`src/rtl/otp_pkg.sv`:
```
package otp_pkg;

    localparam int OTP_AW     = 9;
    localparam int WORD_BYTES = 4;
    localparam int PBIT_W     = OTP_AW + 3;

    typedef logic [OTP_AW-1:0] baddr_t;

    typedef struct packed {
        baddr_t off;
        baddr_t len;
    } wr_req_t;

    typedef enum logic [2:0] {
        ST_OK      = 3'd0,
        ST_LOCKED  = 3'd1,
        ST_BADARG  = 3'd2,
        ST_PROT    = 3'd3,
        ST_TIMEOUT = 3'd4
    } otp_status_e;

    typedef enum logic [3:0] {
        S_CE, S_RB, S_IDLE, S_RISSUE, S_RGAP, S_RWAIT,
        S_PISSUE, S_PGAP, S_PWAIT, S_NEXT, S_FINISH
    } otp_state_e;

    typedef enum logic [1:0] {
        PH_LOAD, PH_USER, PH_DATA, PH_MAP
    } otp_phase_e;

    function automatic logic word_aligned(baddr_t v);
        return v[1:0] == 2'b00;
    endfunction

endpackage

```
`src/rtl/otp_wr_guard.sv`:
```
module otp_wr_guard
    import otp_pkg::*;
#(
    parameter int          OEM_BASE  = 256,
    parameter int          OEM_BYTES = 240,
    parameter int          MAP_BITS  = 64,
    parameter logic [31:0] KEY       = 32'h524F434B
) (
    input  logic                clk,
    input  logic                rst,
    input  logic                unlock_we,
    input  logic [31:0]         unlock_val,
    input  logic                consume,
    input  wr_req_t             live_req,
    input  wr_req_t             held_req,
    input  logic [MAP_BITS-1:0] map_bits,
    output otp_status_e         verdict,
    output logic [MAP_BITS-1:0] held_span
);

    localparam int LIMIT = OEM_BASE + OEM_BYTES;

    logic [31:0]         key_q;
    logic                unlocked;
    logic                in_range;
    logic                aligned;
    logic [MAP_BITS-1:0] live_span;

    function automatic logic [MAP_BITS-1:0] span_of(wr_req_t r);
        logic [MAP_BITS-1:0] m;
        int lo;
        int hi;
        int w;
        lo = int'(r.off);
        hi = int'(r.off) + int'(r.len);
        for (int k = 0; k < MAP_BITS; k++) begin
            w    = OEM_BASE + WORD_BYTES * k;
            m[k] = (w >= lo) && (w < hi);
        end
        return m;
    endfunction

    always_ff @(posedge clk) begin
        if (rst)
            key_q <= '0;
        else if (consume)
            key_q <= '0;
        else if (unlock_we)
            key_q <= unlock_val;
    end

    assign unlocked  = (key_q == KEY);
    assign live_span = span_of(live_req);
    assign held_span = span_of(held_req);

    always_comb begin
        int lo;
        int hi;
        lo       = int'(live_req.off);
        hi       = int'(live_req.off) + int'(live_req.len);
        in_range = (lo >= OEM_BASE) && (hi <= LIMIT) && (live_req.len != '0);
        aligned  = word_aligned(live_req.off) && word_aligned(live_req.len);
    end

    always_comb begin
        if (!unlocked)
            verdict = ST_LOCKED;
        else if (!in_range || !aligned)
            verdict = ST_BADARG;
        else if ((live_span & map_bits) != '0)
            verdict = ST_PROT;
        else
            verdict = ST_OK;
    end

    AST_UNLOCK_ONESHOT: assert property (@(posedge clk) disable iff (rst)
        consume |=> verdict == ST_LOCKED);

endmodule

```
`src/rtl/otp_prot_map.sv`:
```
module otp_prot_map #(
    parameter int MAP_BYTES = 8,
    parameter int IDX_W     = (MAP_BYTES > 1) ? $clog2(MAP_BYTES) : 1,
    parameter int MAP_BITS  = MAP_BYTES * 8
) (
    input  logic                clk,
    input  logic                rst,
    input  logic                load_en,
    input  logic [IDX_W-1:0]    load_idx,
    input  logic [7:0]          load_byte,
    input  logic                set_en,
    input  logic [MAP_BITS-1:0] set_mask,
    input  logic [IDX_W-1:0]    sel_idx,
    output logic [MAP_BITS-1:0] map_bits,
    output logic [7:0]          sel_byte
);

    logic [MAP_BYTES-1:0][7:0] bytes_q;

    for (genvar g = 0; g < MAP_BYTES; g++) begin : g_byte
        always_ff @(posedge clk) begin
            if (rst)
                bytes_q[g] <= '0;
            else if (load_en && load_idx == IDX_W'(g))
                bytes_q[g] <= load_byte;
            else if (set_en)
                bytes_q[g] <= bytes_q[g] | set_mask[g*8 +: 8];
        end
    end

    assign map_bits = bytes_q;
    assign sel_byte = bytes_q[sel_idx];

    AST_MAP_MONOTONIC: assert property (@(posedge clk) disable iff (rst)
        (map_bits & $past(map_bits)) == $past(map_bits));

endmodule

```
`src/rtl/otp_seq.sv`:
```
module otp_seq
    import otp_pkg::*;
#(
    parameter int OEM_BASE   = 256,
    parameter int OEM_BYTES  = 240,
    parameter int MAP_BASE   = 504,
    parameter int MAP_BYTES  = 8,
    parameter int TMO_CYCLES = 1000,
    parameter int IDX_W      = (MAP_BYTES > 1) ? $clog2(MAP_BYTES) : 1,
    parameter int TMO_W      = $clog2(TMO_CYCLES + 1)
) (
    input  logic              clk,
    input  logic              rst,
    input  logic              wr_start,
    input  wr_req_t           live_req,
    input  logic              rd_start,
    input  baddr_t            rd_addr,
    input  otp_status_e       verdict,
    output logic              consume,
    output wr_req_t           held_req,
    output baddr_t            src_idx,
    input  logic [7:0]        src_byte,
    output logic              load_en,
    output logic [IDX_W-1:0]  map_idx,
    output logic              set_en,
    input  logic [7:0]        map_byte,
    output logic [7:0]        rd_data,
    output logic              init_done,
    output logic              busy,
    output logic              done,
    output otp_status_e       status,
    output logic              mac_ceb,
    output logic              mac_rstb,
    input  logic [2:0]        mac_st,
    output baddr_t            mac_raddr,
    output logic              mac_rstart,
    input  logic              mac_rbusy,
    input  logic [7:0]        mac_rdata,
    output logic [PBIT_W-1:0] mac_pbit,
    output logic [2:0]        mac_plen,
    output logic [7:0]        mac_pdata,
    output logic              mac_pstart,
    input  logic              mac_pbusy
);

    localparam logic [IDX_W-1:0] MAP_LAST = IDX_W'(MAP_BYTES - 1);

    otp_state_e       state;
    otp_phase_e       phase;
    baddr_t           addr;
    baddr_t           cnt;
    logic [7:0]       pdata_q;
    logic [TMO_W-1:0] tmo;
    logic [7:0]       cand;
    logic             data_last;
    logic             tmo_hit;

    assign consume   = (state == S_IDLE) && wr_start;
    assign cand      = ((phase == PH_MAP) ? map_byte : src_byte) & ~mac_rdata;
    assign data_last = (cnt == held_req.len - 1'b1);
    assign tmo_hit   = (tmo == TMO_W'(TMO_CYCLES - 1));
    assign load_en   = (state == S_RWAIT) && (phase == PH_LOAD) && !mac_rbusy;
    assign set_en    = (state == S_NEXT) && (phase == PH_DATA) && data_last;
    assign src_idx   = cnt;
    assign busy      = (state != S_IDLE);
    assign done      = (state == S_FINISH);
    assign mac_raddr = addr;
    assign mac_pbit  = {addr, 3'b000};
    assign mac_plen  = 3'd7;
    assign mac_pdata = pdata_q;

    always_ff @(posedge clk) begin
        if (rst) begin
            state      <= S_CE;
            phase      <= PH_LOAD;
            addr       <= '0;
            cnt        <= '0;
            map_idx    <= '0;
            held_req   <= '0;
            pdata_q    <= '0;
            tmo        <= '0;
            rd_data    <= '0;
            init_done  <= 1'b0;
            status     <= ST_OK;
            mac_ceb    <= 1'b1;
            mac_rstb   <= 1'b0;
            mac_rstart <= 1'b0;
            mac_pstart <= 1'b0;
        end else begin
            case (state)
                S_CE: begin
                    mac_ceb <= 1'b0;
                    if (!mac_ceb && mac_st[0]) begin
                        mac_rstb <= 1'b1;
                        state    <= S_RB;
                    end
                end
                S_RB: begin
                    if (mac_st[2]) begin
                        phase   <= PH_LOAD;
                        addr    <= baddr_t'(MAP_BASE);
                        map_idx <= '0;
                        state   <= S_RISSUE;
                    end
                end
                S_IDLE: begin
                    if (wr_start) begin
                        held_req <= live_req;
                        status   <= verdict;
                        if (verdict != ST_OK) begin
                            state <= S_FINISH;
                        end else begin
                            phase <= PH_DATA;
                            addr  <= live_req.off;
                            cnt   <= '0;
                            state <= S_RISSUE;
                        end
                    end else if (rd_start) begin
                        status <= ST_OK;
                        phase  <= PH_USER;
                        addr   <= rd_addr;
                        state  <= S_RISSUE;
                    end
                end
                S_RISSUE: begin
                    mac_rstart <= 1'b1;
                    tmo        <= '0;
                    state      <= S_RGAP;
                end
                S_RGAP: begin
                    mac_rstart <= 1'b0;
                    state      <= S_RWAIT;
                end
                S_RWAIT: begin
                    if (!mac_rbusy) begin
                        case (phase)
                            PH_LOAD: begin
                                if (map_idx == MAP_LAST) begin
                                    init_done <= 1'b1;
                                    state     <= S_IDLE;
                                end else begin
                                    map_idx <= map_idx + 1'b1;
                                    addr    <= addr + 1'b1;
                                    state   <= S_RISSUE;
                                end
                            end
                            PH_USER: begin
                                rd_data <= mac_rdata;
                                state   <= S_FINISH;
                            end
                            default: begin
                                pdata_q <= cand;
                                state   <= (cand != '0) ? S_PISSUE : S_NEXT;
                            end
                        endcase
                    end else if (phase != PH_LOAD) begin
                        tmo <= tmo + 1'b1;
                        if (tmo_hit) begin
                            status <= ST_TIMEOUT;
                            state  <= S_FINISH;
                        end
                    end
                end
                S_PISSUE: begin
                    mac_pstart <= 1'b1;
                    tmo        <= '0;
                    state      <= S_PGAP;
                end
                S_PGAP: begin
                    mac_pstart <= 1'b0;
                    state      <= S_PWAIT;
                end
                S_PWAIT: begin
                    if (!mac_pbusy) begin
                        state <= S_NEXT;
                    end else begin
                        tmo <= tmo + 1'b1;
                        if (tmo_hit) begin
                            status <= ST_TIMEOUT;
                            state  <= S_FINISH;
                        end
                    end
                end
                S_NEXT: begin
                    if (phase == PH_DATA) begin
                        if (data_last) begin
                            phase   <= PH_MAP;
                            addr    <= baddr_t'(MAP_BASE);
                            map_idx <= '0;
                        end else begin
                            cnt  <= cnt + 1'b1;
                            addr <= addr + 1'b1;
                        end
                        state <= S_RISSUE;
                    end else if (map_idx == MAP_LAST) begin
                        state <= S_FINISH;
                    end else begin
                        map_idx <= map_idx + 1'b1;
                        addr    <= addr + 1'b1;
                        state   <= S_RISSUE;
                    end
                end
                S_FINISH: state <= S_IDLE;
                default:  state <= S_IDLE;
            endcase
        end
    end

    AST_NO_PROG_EARLY: assert property (@(posedge clk) disable iff (rst)
        !init_done |-> !mac_pstart);

    AST_RSTB_AFTER_CE: assert property (@(posedge clk) disable iff (rst)
        mac_rstb |-> !mac_ceb);

    AST_PDATA_NONZERO: assert property (@(posedge clk) disable iff (rst)
        mac_pstart |-> mac_pdata != 8'h00);

    AST_STROBE_EXCL: assert property (@(posedge clk) disable iff (rst)
        !(mac_rstart && mac_pstart));

    AST_PROG_REGION: assert property (@(posedge clk) disable iff (rst)
        mac_pstart |-> ((int'(mac_raddr) >= OEM_BASE && int'(mac_raddr) < OEM_BASE + OEM_BYTES)
                     || (int'(mac_raddr) >= MAP_BASE && int'(mac_raddr) < MAP_BASE + MAP_BYTES)));

    AST_REFUSE_FAST: assert property (@(posedge clk) disable iff (rst)
        (consume && verdict != ST_OK) |=> (done && !mac_rstart));

    AST_DONE_RETURNS: assert property (@(posedge clk) disable iff (rst)
        done |=> !busy);

endmodule

```
`src/rtl/otp_prog_engine.sv`:
```
module otp_prog_engine
    import otp_pkg::*;
#(
    parameter int          OEM_BASE   = 256,
    parameter int          OEM_BYTES  = 240,
    parameter int          MAP_BASE   = 504,
    parameter int          MAP_BYTES  = 8,
    parameter int          TMO_CYCLES = 1000,
    parameter logic [31:0] KEY        = 32'h524F434B
) (
    input  logic              clk,
    input  logic              rst,
    input  logic              unlock_we,
    input  logic [31:0]       unlock_val,
    input  logic              wr_start,
    input  logic [8:0]        wr_off,
    input  logic [8:0]        wr_len,
    output logic [8:0]        src_idx,
    input  logic [7:0]        src_byte,
    input  logic              rd_start,
    input  logic [8:0]        rd_addr,
    output logic [7:0]        rd_data,
    output logic              init_done,
    output logic              busy,
    output logic              done,
    output logic [2:0]        status,
    output logic              mac_ceb,
    output logic              mac_rstb,
    input  logic [2:0]        mac_st,
    output logic [8:0]        mac_raddr,
    output logic              mac_rstart,
    input  logic              mac_rbusy,
    input  logic [7:0]        mac_rdata,
    output logic [11:0]       mac_pbit,
    output logic [2:0]        mac_plen,
    output logic [7:0]        mac_pdata,
    output logic              mac_pstart,
    input  logic              mac_pbusy
);

    localparam int MAP_BITS = MAP_BYTES * 8;
    localparam int IDX_W    = (MAP_BYTES > 1) ? $clog2(MAP_BYTES) : 1;

    wr_req_t             live_req;
    wr_req_t             held_req;
    otp_status_e         verdict;
    otp_status_e         status_e;
    logic                consume;
    logic [MAP_BITS-1:0] map_bits;
    logic [MAP_BITS-1:0] held_span;
    logic                load_en;
    logic                set_en;
    logic [IDX_W-1:0]    map_idx;
    logic [7:0]          map_byte;

    assign live_req.off = wr_off;
    assign live_req.len = wr_len;
    assign status       = status_e;

    otp_wr_guard #(
        .OEM_BASE (OEM_BASE),
        .OEM_BYTES(OEM_BYTES),
        .MAP_BITS (MAP_BITS),
        .KEY      (KEY)
    ) u_guard (
        .clk       (clk),
        .rst       (rst),
        .unlock_we (unlock_we),
        .unlock_val(unlock_val),
        .consume   (consume),
        .live_req  (live_req),
        .held_req  (held_req),
        .map_bits  (map_bits),
        .verdict   (verdict),
        .held_span (held_span)
    );

    otp_prot_map #(
        .MAP_BYTES(MAP_BYTES),
        .IDX_W    (IDX_W),
        .MAP_BITS (MAP_BITS)
    ) u_map (
        .clk      (clk),
        .rst      (rst),
        .load_en  (load_en),
        .load_idx (map_idx),
        .load_byte(mac_rdata),
        .set_en   (set_en),
        .set_mask (held_span),
        .sel_idx  (map_idx),
        .map_bits (map_bits),
        .sel_byte (map_byte)
    );

    otp_seq #(
        .OEM_BASE  (OEM_BASE),
        .OEM_BYTES (OEM_BYTES),
        .MAP_BASE  (MAP_BASE),
        .MAP_BYTES (MAP_BYTES),
        .TMO_CYCLES(TMO_CYCLES),
        .IDX_W     (IDX_W)
    ) u_seq (
        .clk       (clk),
        .rst       (rst),
        .wr_start  (wr_start),
        .live_req  (live_req),
        .rd_start  (rd_start),
        .rd_addr   (rd_addr),
        .verdict   (verdict),
        .consume   (consume),
        .held_req  (held_req),
        .src_idx   (src_idx),
        .src_byte  (src_byte),
        .load_en   (load_en),
        .map_idx   (map_idx),
        .set_en    (set_en),
        .map_byte  (map_byte),
        .rd_data   (rd_data),
        .init_done (init_done),
        .busy      (busy),
        .done      (done),
        .status    (status_e),
        .mac_ceb   (mac_ceb),
        .mac_rstb  (mac_rstb),
        .mac_st    (mac_st),
        .mac_raddr (mac_raddr),
        .mac_rstart(mac_rstart),
        .mac_rbusy (mac_rbusy),
        .mac_rdata (mac_rdata),
        .mac_pbit  (mac_pbit),
        .mac_plen  (mac_plen),
        .mac_pdata (mac_pdata),
        .mac_pstart(mac_pstart),
        .mac_pbusy (mac_pbusy)
    );

endmodule

```
`config.mk`:
```
export PLATFORM = sky130hd
export DESIGN_NAME = otp_prog_engine
export DESIGN_NICKNAME = d
export VERILOG_FILES = /design/src/rtl/otp_pkg.sv /design/src/rtl/otp_wr_guard.sv /design/src/rtl/otp_prot_map.sv /design/src/rtl/otp_seq.sv /design/src/rtl/otp_prog_engine.sv
export SDC_FILE = /design/constraint.sdc
export NUM_CORES = 1
export LEC_CHECK = 0
export ABC_CLOCK_PERIOD_IN_PS = 5500
export CAP_MARGIN = 20
export CORE_AREA = 2 2 188 190
export DETAILED_ROUTE_END_ITERATION = 8
export DIE_AREA = 0 0 190 192
export GPL_TIMING_DRIVEN = 0
export PLACE_DENSITY = 0.69
export SYNTH_ARGS = -nofsm -noshare
export SYNTH_HDL_FRONTEND = slang
export SYNTH_SLANG_ARGS = --single-unit
```
`constraint.sdc`:
```
create_clock -name clk -period 5.5 [get_ports clk]
set_clock_uncertainty 0.15 [all_clocks]
set_input_delay 1.1 -clock clk [delete_from_list [all_inputs] [get_ports clk]]
set_output_delay 1.1 -clock clk [all_outputs]
set_load 0.02 [all_outputs]
```
# Word level (Yosys, flattened, before mapping)
# Index checks and enable logic that the tools add are counted.
[totals] register_bits=175 elab_cells=614
[op_classes] add_sub_neg=7 order_cmp=259 eq_ne=40 n_mux=79 n_bitwise=13 reduce_logical=191
[op_table] op="$lt 10x32->1 const A" count=128
[op_table] op="$ge 9x9->1 const A" count=128
[op_table] op="$logic_and 1x1->1" count=145
[op_table] op="$mux 8" count=18
[op_table] op="$mux 9" count=13
[op_table] op="$and 64x64->64" count=1
[op_table] op="$or 8x8->8" count=8
[op_table] op="$reduce_bool 64->1" count=1
[op_table] op="$mux 4" count=12
[op_table] op="$mux 3" count=14
[op_table] op="$pmux 4 s10" count=1
[op_table] op="$pmux 9 s4" count=1
[op_table] op="$eq 32x31->1 const B" count=1
[op_table] op="$le 32x10->1 const B" count=1
[op_table] op="$mux 10" count=3
[op_table] op="$pmux 10 s3" count=1
[op_table] op="$bmux 8 s3" count=1
[op_table] op="$reduce_bool 2->1" count=12
[op_table] op="$add 9x9->10" count=2
[op_table] op="$ne 2x2->1 const B" count=10
[op_table] op="$add 9x1->9 const B" count=2
[op_table] op="$pmux 3 s3" count=2
[op_table] op="$pmux 9 s2" count=1
[op_table] op="$eq 4x3->1 const B" count=4
[op_table] op="42 further kinds" count=79

# Logic depth before layout (Yosys ltp)
[depth] word_depth=12 mapped_depth=17 depth_no_buf=15

# By module
# From an unflattened synthesis, not the netlist that was laid out.
[hier_totals] cells_unflattened=1859 area_unflattened_um2=14077.3
[modules_own_cells] mod="otp_wr_guard" instances=1 cells_per_inst=904 area_each_um2=6110.9
[modules_own_cells] mod="otp_seq" instances=1 cells_per_inst=624 area_each_um2=4878.4
[modules_own_cells] mod="otp_prot_map" instances=1 cells_per_inst=331 area_each_um2=3088.0

# Least setup slack after synthesis
# Ideal clock, no wire load.
[synth_path] path_type="input port to flip-flop" from="input wr_off[6]" to="register u_seq.cnt[5], in the netlist u_seq.src_idx[5]" setup_ns=0.070 arrival_time_ns=4.651 t_required_ns=5.280 path_slack_ns=0.629 path_stages=14 n_path_buf=1 cell_sequence="ha_1 -> buf_6 -> a21o_1 -> a21o_1 -> or4b_4 -> o221ai_2 -> a31oi_1 -> a2111o_1 -> a2111oi_2 -> nand4_1 -> o21bai_4 -> a21oi_2 -> or4_1 -> a21oi_1"
[synth_between] elab_chain_cells=11 word_cells_on_any_way=207 classes_between="add/sub: 1; order compare: 130; eq/ne: 1; mux: 3; bitwise: 1; reduce/logical: 71"
[synth_lines] element="start: declaration" line_no="otp_prog_engine.sv:16" rtl="input logic [8:0] wr_off,"
[synth_lines] element="$add 9x9->10" line_no="otp_wr_guard.sv:35, otp_wr_guard.sv:60"
[synth_lines] element="$lt 10x32->1 / $le 32x10->1 (equally long branches)" line_no="otp_wr_guard.sv:38, otp_wr_guard.sv:61"
[synth_lines] element="$logic_and 1x1->1 (on tied branches)" line_no="otp_wr_guard.sv:38, otp_wr_guard.sv:61"
[synth_lines] element="$and 64x64->64 / $logic_and 1x1->1 (equally long branches)" line_no="otp_wr_guard.sv:70, otp_wr_guard.sv:61"
[synth_lines] element="$reduce_bool 64->1 / $logic_not 1->1 (equally long branches)" line_no="otp_wr_guard.sv:70, otp_wr_guard.sv:68"
[synth_lines] element="$mux 2 / $logic_or 1x1->1 (equally long branches)" line_no="otp_wr_guard.sv:70, otp_wr_guard.sv:68"
[synth_lines] element="$mux 3 *" line_no="otp_wr_guard.sv:68" rtl="else if (!in_range || !aligned)"
[synth_lines] element="$mux 3 *" line_no="otp_wr_guard.sv:66" rtl="if (!unlocked)"
[synth_lines] element="$reduce_bool 3->1 *" line_no="otp_seq.sv:110" rtl="if (verdict != ST_OK) begin"
[synth_lines] element="$ne 2x2->1 (no line) *"
[synth_lines] element="$reduce_and 5->1 (no line) *"
[synth_lines] element="end signal: assignment" line_no="otp_seq.sv:191" rtl="cnt <= cnt + 1'b1;"
[synth_lines] element="end: declaration" line_no="otp_seq.sv:51" rtl="baddr_t cnt;"
# Mark *: on every way between the ends. The rest lies on a longest branch, timed or not.
# A chain may end at the register's enable or synchronous reset.

# Worst setup path in the final report
[layout_path] from="input wr_off[7]" to="register u_seq.cnt[5], in the netlist u_seq.src_idx[5]"
# The elaborated chain is that of the path after synthesis.

==> impl_metrics.ini <==
[outcome]
status = finished, final reports clean

[finish]
syn2layout_area_growth_pct = 20.1
multi_input_area_um2 = 9410
fin_nets = 2161
drive_gt1_share_pct = 7.47
register_area_um2 = 3500
layout_common_cells = nor2_1 (254), nand2_1 (222), dfxtp_1 (175), o21ai_0 (155), clkdlybuf4s50_1 (125)
fill_cells = 3495
final_common_cell = nor2_1

[floorplan]
initial_utilization_pct = 39.6
core_area_um2 = 34300
dieArea_um2 = 36500
placementRows = 68
die_h_um = 192
ios = 144
die_w_um = 190

[detailed_routing]
viasPerCell = 6.42
ant_nets = 0
drc_errors = 0
wl_per_cell_um = 25.6
dr_total_vias = 16165
first_pass_iters = 5
drt_iter0_markers = 1852
drt-total-wl_um = 64500

[critical_path]
critPathTopFamily = compound AO/OA/AOI/OAI gates
crit_chain = clkdlybuf4s50_1 -> ha_1 -> a21o_1 -> or4b_4 -> o221a_2 -> buf_4 -> a211oi_4 -> a221oi_1 -> a2111oi_2 -> o2111ai_2 -> o21bai_4 -> buf_12 -> a21oi_4 -> or4_1 -> a21oi_1
end_kind = flip-flop
rrSetupSlack_ns = 0.50
worstRegToRegCells = 16
worstPathArrival_ns = 5.57
crit_fanout = 10
max_stage_delay_ns = 0.62
required_ns = 5.73
crit_type = input port to flip-flop
cp.buffers_inverters = 3
r2r_start = u_seq.held_req[1]
start_kind = input port
worstReg2RegEnd = u_map.map_bits[57]
slowest_stage = clkdlybuf4s50_1

[clock_network]
cts_sinks = 175
htreeDepth = 4
cts_tree = built
ctsHoldBuffers = 0
clk_pin_slew_worst_paths_ns = 0.07
clk_path_buf_depth = 2
cts-root-buf = clkbuf_16
insertion_delay_ns = 0.46
cts_buffers = 17

[min_path]
holdCritPathClass = flip-flop to flip-flop
hold_path_end = u_seq.mac_pdata[7]
min_path_cells = 2
hold_path.startpoint = u_seq.mac_pdata[7]

[synth]
synth_area_leaders = dfxtp_1 (26%), nor2_1 (7.1%), nand2_1 (6.1%)
synth_edf_count = 0
synth.largest_area_cell = dfxtp_1
synth_top_area_share_pct = 25.8
ys_types = 84
ys.flop_type = dfxtp_1
synthArstFlopShare_pct = 0
ys_seq_elements = 175
synth_seq_area_share_pct = 25.8
synth_area_um2 = 13600
syn_avg_cell_area_um2 = 7.18
synth_warnings = 0
synthCells = 1890

[sta]
finalSetupViolCount = 0
slew_viol_final = 0
hold_viol_final = 0
slew_headroom_pct = 24.5
min_period_ns = 5.34
fin_crit_sh_pct = 97.1
max_freq_ghz = 0.187
worst_slew_pin_slew_ns = 1.10
setup_ws_ns = 0.162

[placement]
dp_hpwl_um = 50900
gp_congestion = 1.05
port_buffers = 127
dp_slack_ns = -1.27

[grt]
grt_max_degree = 20
grt_pass1_wl_um = 94900
grt_use_total_pct = 34.9
overflow = 0
grt_pass1_vias = 14841
antenna_found_initial = 2

[power]
powerDensity_nw_per_um2 = 202
p_total_uw = 3290
power_leakage_uw = 0.00575
peakVddDrop_mv = 0.261

[run]
drv_cap = 0
where the power goes:
group	internal, uW	switching (uW)	leakage (uW)
registers	1300	32.7	0.00142
logic	281	459	0.00404
clock network	610	614	0.000292
routing by layer:
metal | up-vias | part of all wire [%] | GRT usage, %
met5 | - | 0 | 0
met4 | 0 | 5.4 | 17.3
met3 | 173 | 9.9 | 6.72
met2 | 965 | 43 | 53.3
met1 | 7753 | 42 | 46.9
li1 | 7274 | - | -
flip-flops by register name (all words and copies together), names as in the netlist, 2 cells and up:
| register | flops |
|---|---|
| u_seq.map_idx | 3 |
| u_seq.held_req | 18 |
| u_seq.mac_pdata | 8 |
| u_seq.src_idx | 9 |
| u_seq.state | 4 |
| u_seq.status | 3 |
| u_seq.phase | 2 |
| u_seq.mac_raddr | 9 |
| u_map.map_bits | 64 |
| u_seq.tmo | 10 |
| u_guard.key_q | 32 |
| u_seq.rd_data | 8 |
final cells by class:
class                      instances  area share, %
multi-input combinational       1519           57.8
sequential                       175           21.5
timing repair buffer             138           8.39
buffer                           159           4.31
tap                              455           3.49
clock buffer                      17           2.61
clock inverter                    15           1.04
inverter                          38          0.876
antenna                            1         0.0154
through the flow:
stage / hold slack (ns) / TNS (ns) / std cells / util (%) / cell area, um^2
3_5_place_dp: 0.307 / -25.53 / 2478 / 45.0 / 15400
4_1_cts: 0.320 / 0 / 2514 / 47.1 / 16100
2_1_floorplan: 0.299 / 0 / 1894 / - / 13600
6_report: 0.321 / 0 / 2517 / 47.5 / 16300
5_1_grt: 0.364 / -0.0126 / 2516 / 47.5 / 16300
3_3_place_gp: 0.297 / -64.71 / 2476 / 45.0 / 15400
Yosys cell counts (17+ instances only):
library cell,count
nor2_1,255
nand2_1,222
dfxtp_1,175
o21ai_0,164
clkbuf_1,120
a21oi_1,114
mux2i_1,62
nor3_1,55
nand3_1,52
a31oi_1,41
inv_1,37
o211ai_1,36
a211oi_1,34
ha_1,27
nor2b_1,26
or3_1,25
nor4_1,24
a311oi_1,21
and2_1,20
o22ai_1,20
buf_1,19
xnor2_1,19
nand4_1,18
o31ai_1,17
tightest hold or removal path: stages, from the launching register on:
cell and delay (ns):
dfxtp_1 0.31, nand2_1 0.05, a21oi_1 0.06
worst max-delay path by stage:
| stage | from | to | slack (ns) | cells past startpoint |
|---|---|---|---|---|
| 2_1_floorplan | wr_off[6] | u_seq.src_idx[5] | 0.63 | 14 |
| 3_3_place_gp | wr_off[7] | u_seq.mac_raddr[0] | -1.28 | 14 |
| 3_5_place_dp | wr_off[7] | u_seq.mac_raddr[0] | -1.27 | 14 |
| 4_1_cts | wr_off[7] | u_seq.src_idx[8] | 0.004 | 16 |
| 5_1_grt | wr_len[6] | u_seq.src_idx[8] | -0.01 | 18 |
| 6_report | wr_off[7] | u_seq.src_idx[5] | 0.16 | 15 |
repair_timing:
action	4_1_cts	5_1_grt
buffers inserted	5	4
endpoints found under the setup margin	24	24
gates resized for setup	27	41
pin swaps	2	9
logic make-up (layout without fill, tap and decap cells):
group	count (synthesis)	count (layout)	share of synthesized area [%]
other	2	7	0.0554
and+or+nand+nor	773	773	26.7
adders and majority gates	30	30	2.78
buffers and inverters	200	367	6.07
AOI/OAI and AO/OA	596	596	29.0
DFF	175	175	25.8
muxes	79	79	7.31
xor gates and xnor gates	35	35	2.26
Note: power is estimated with default switching activity, not from simulation.
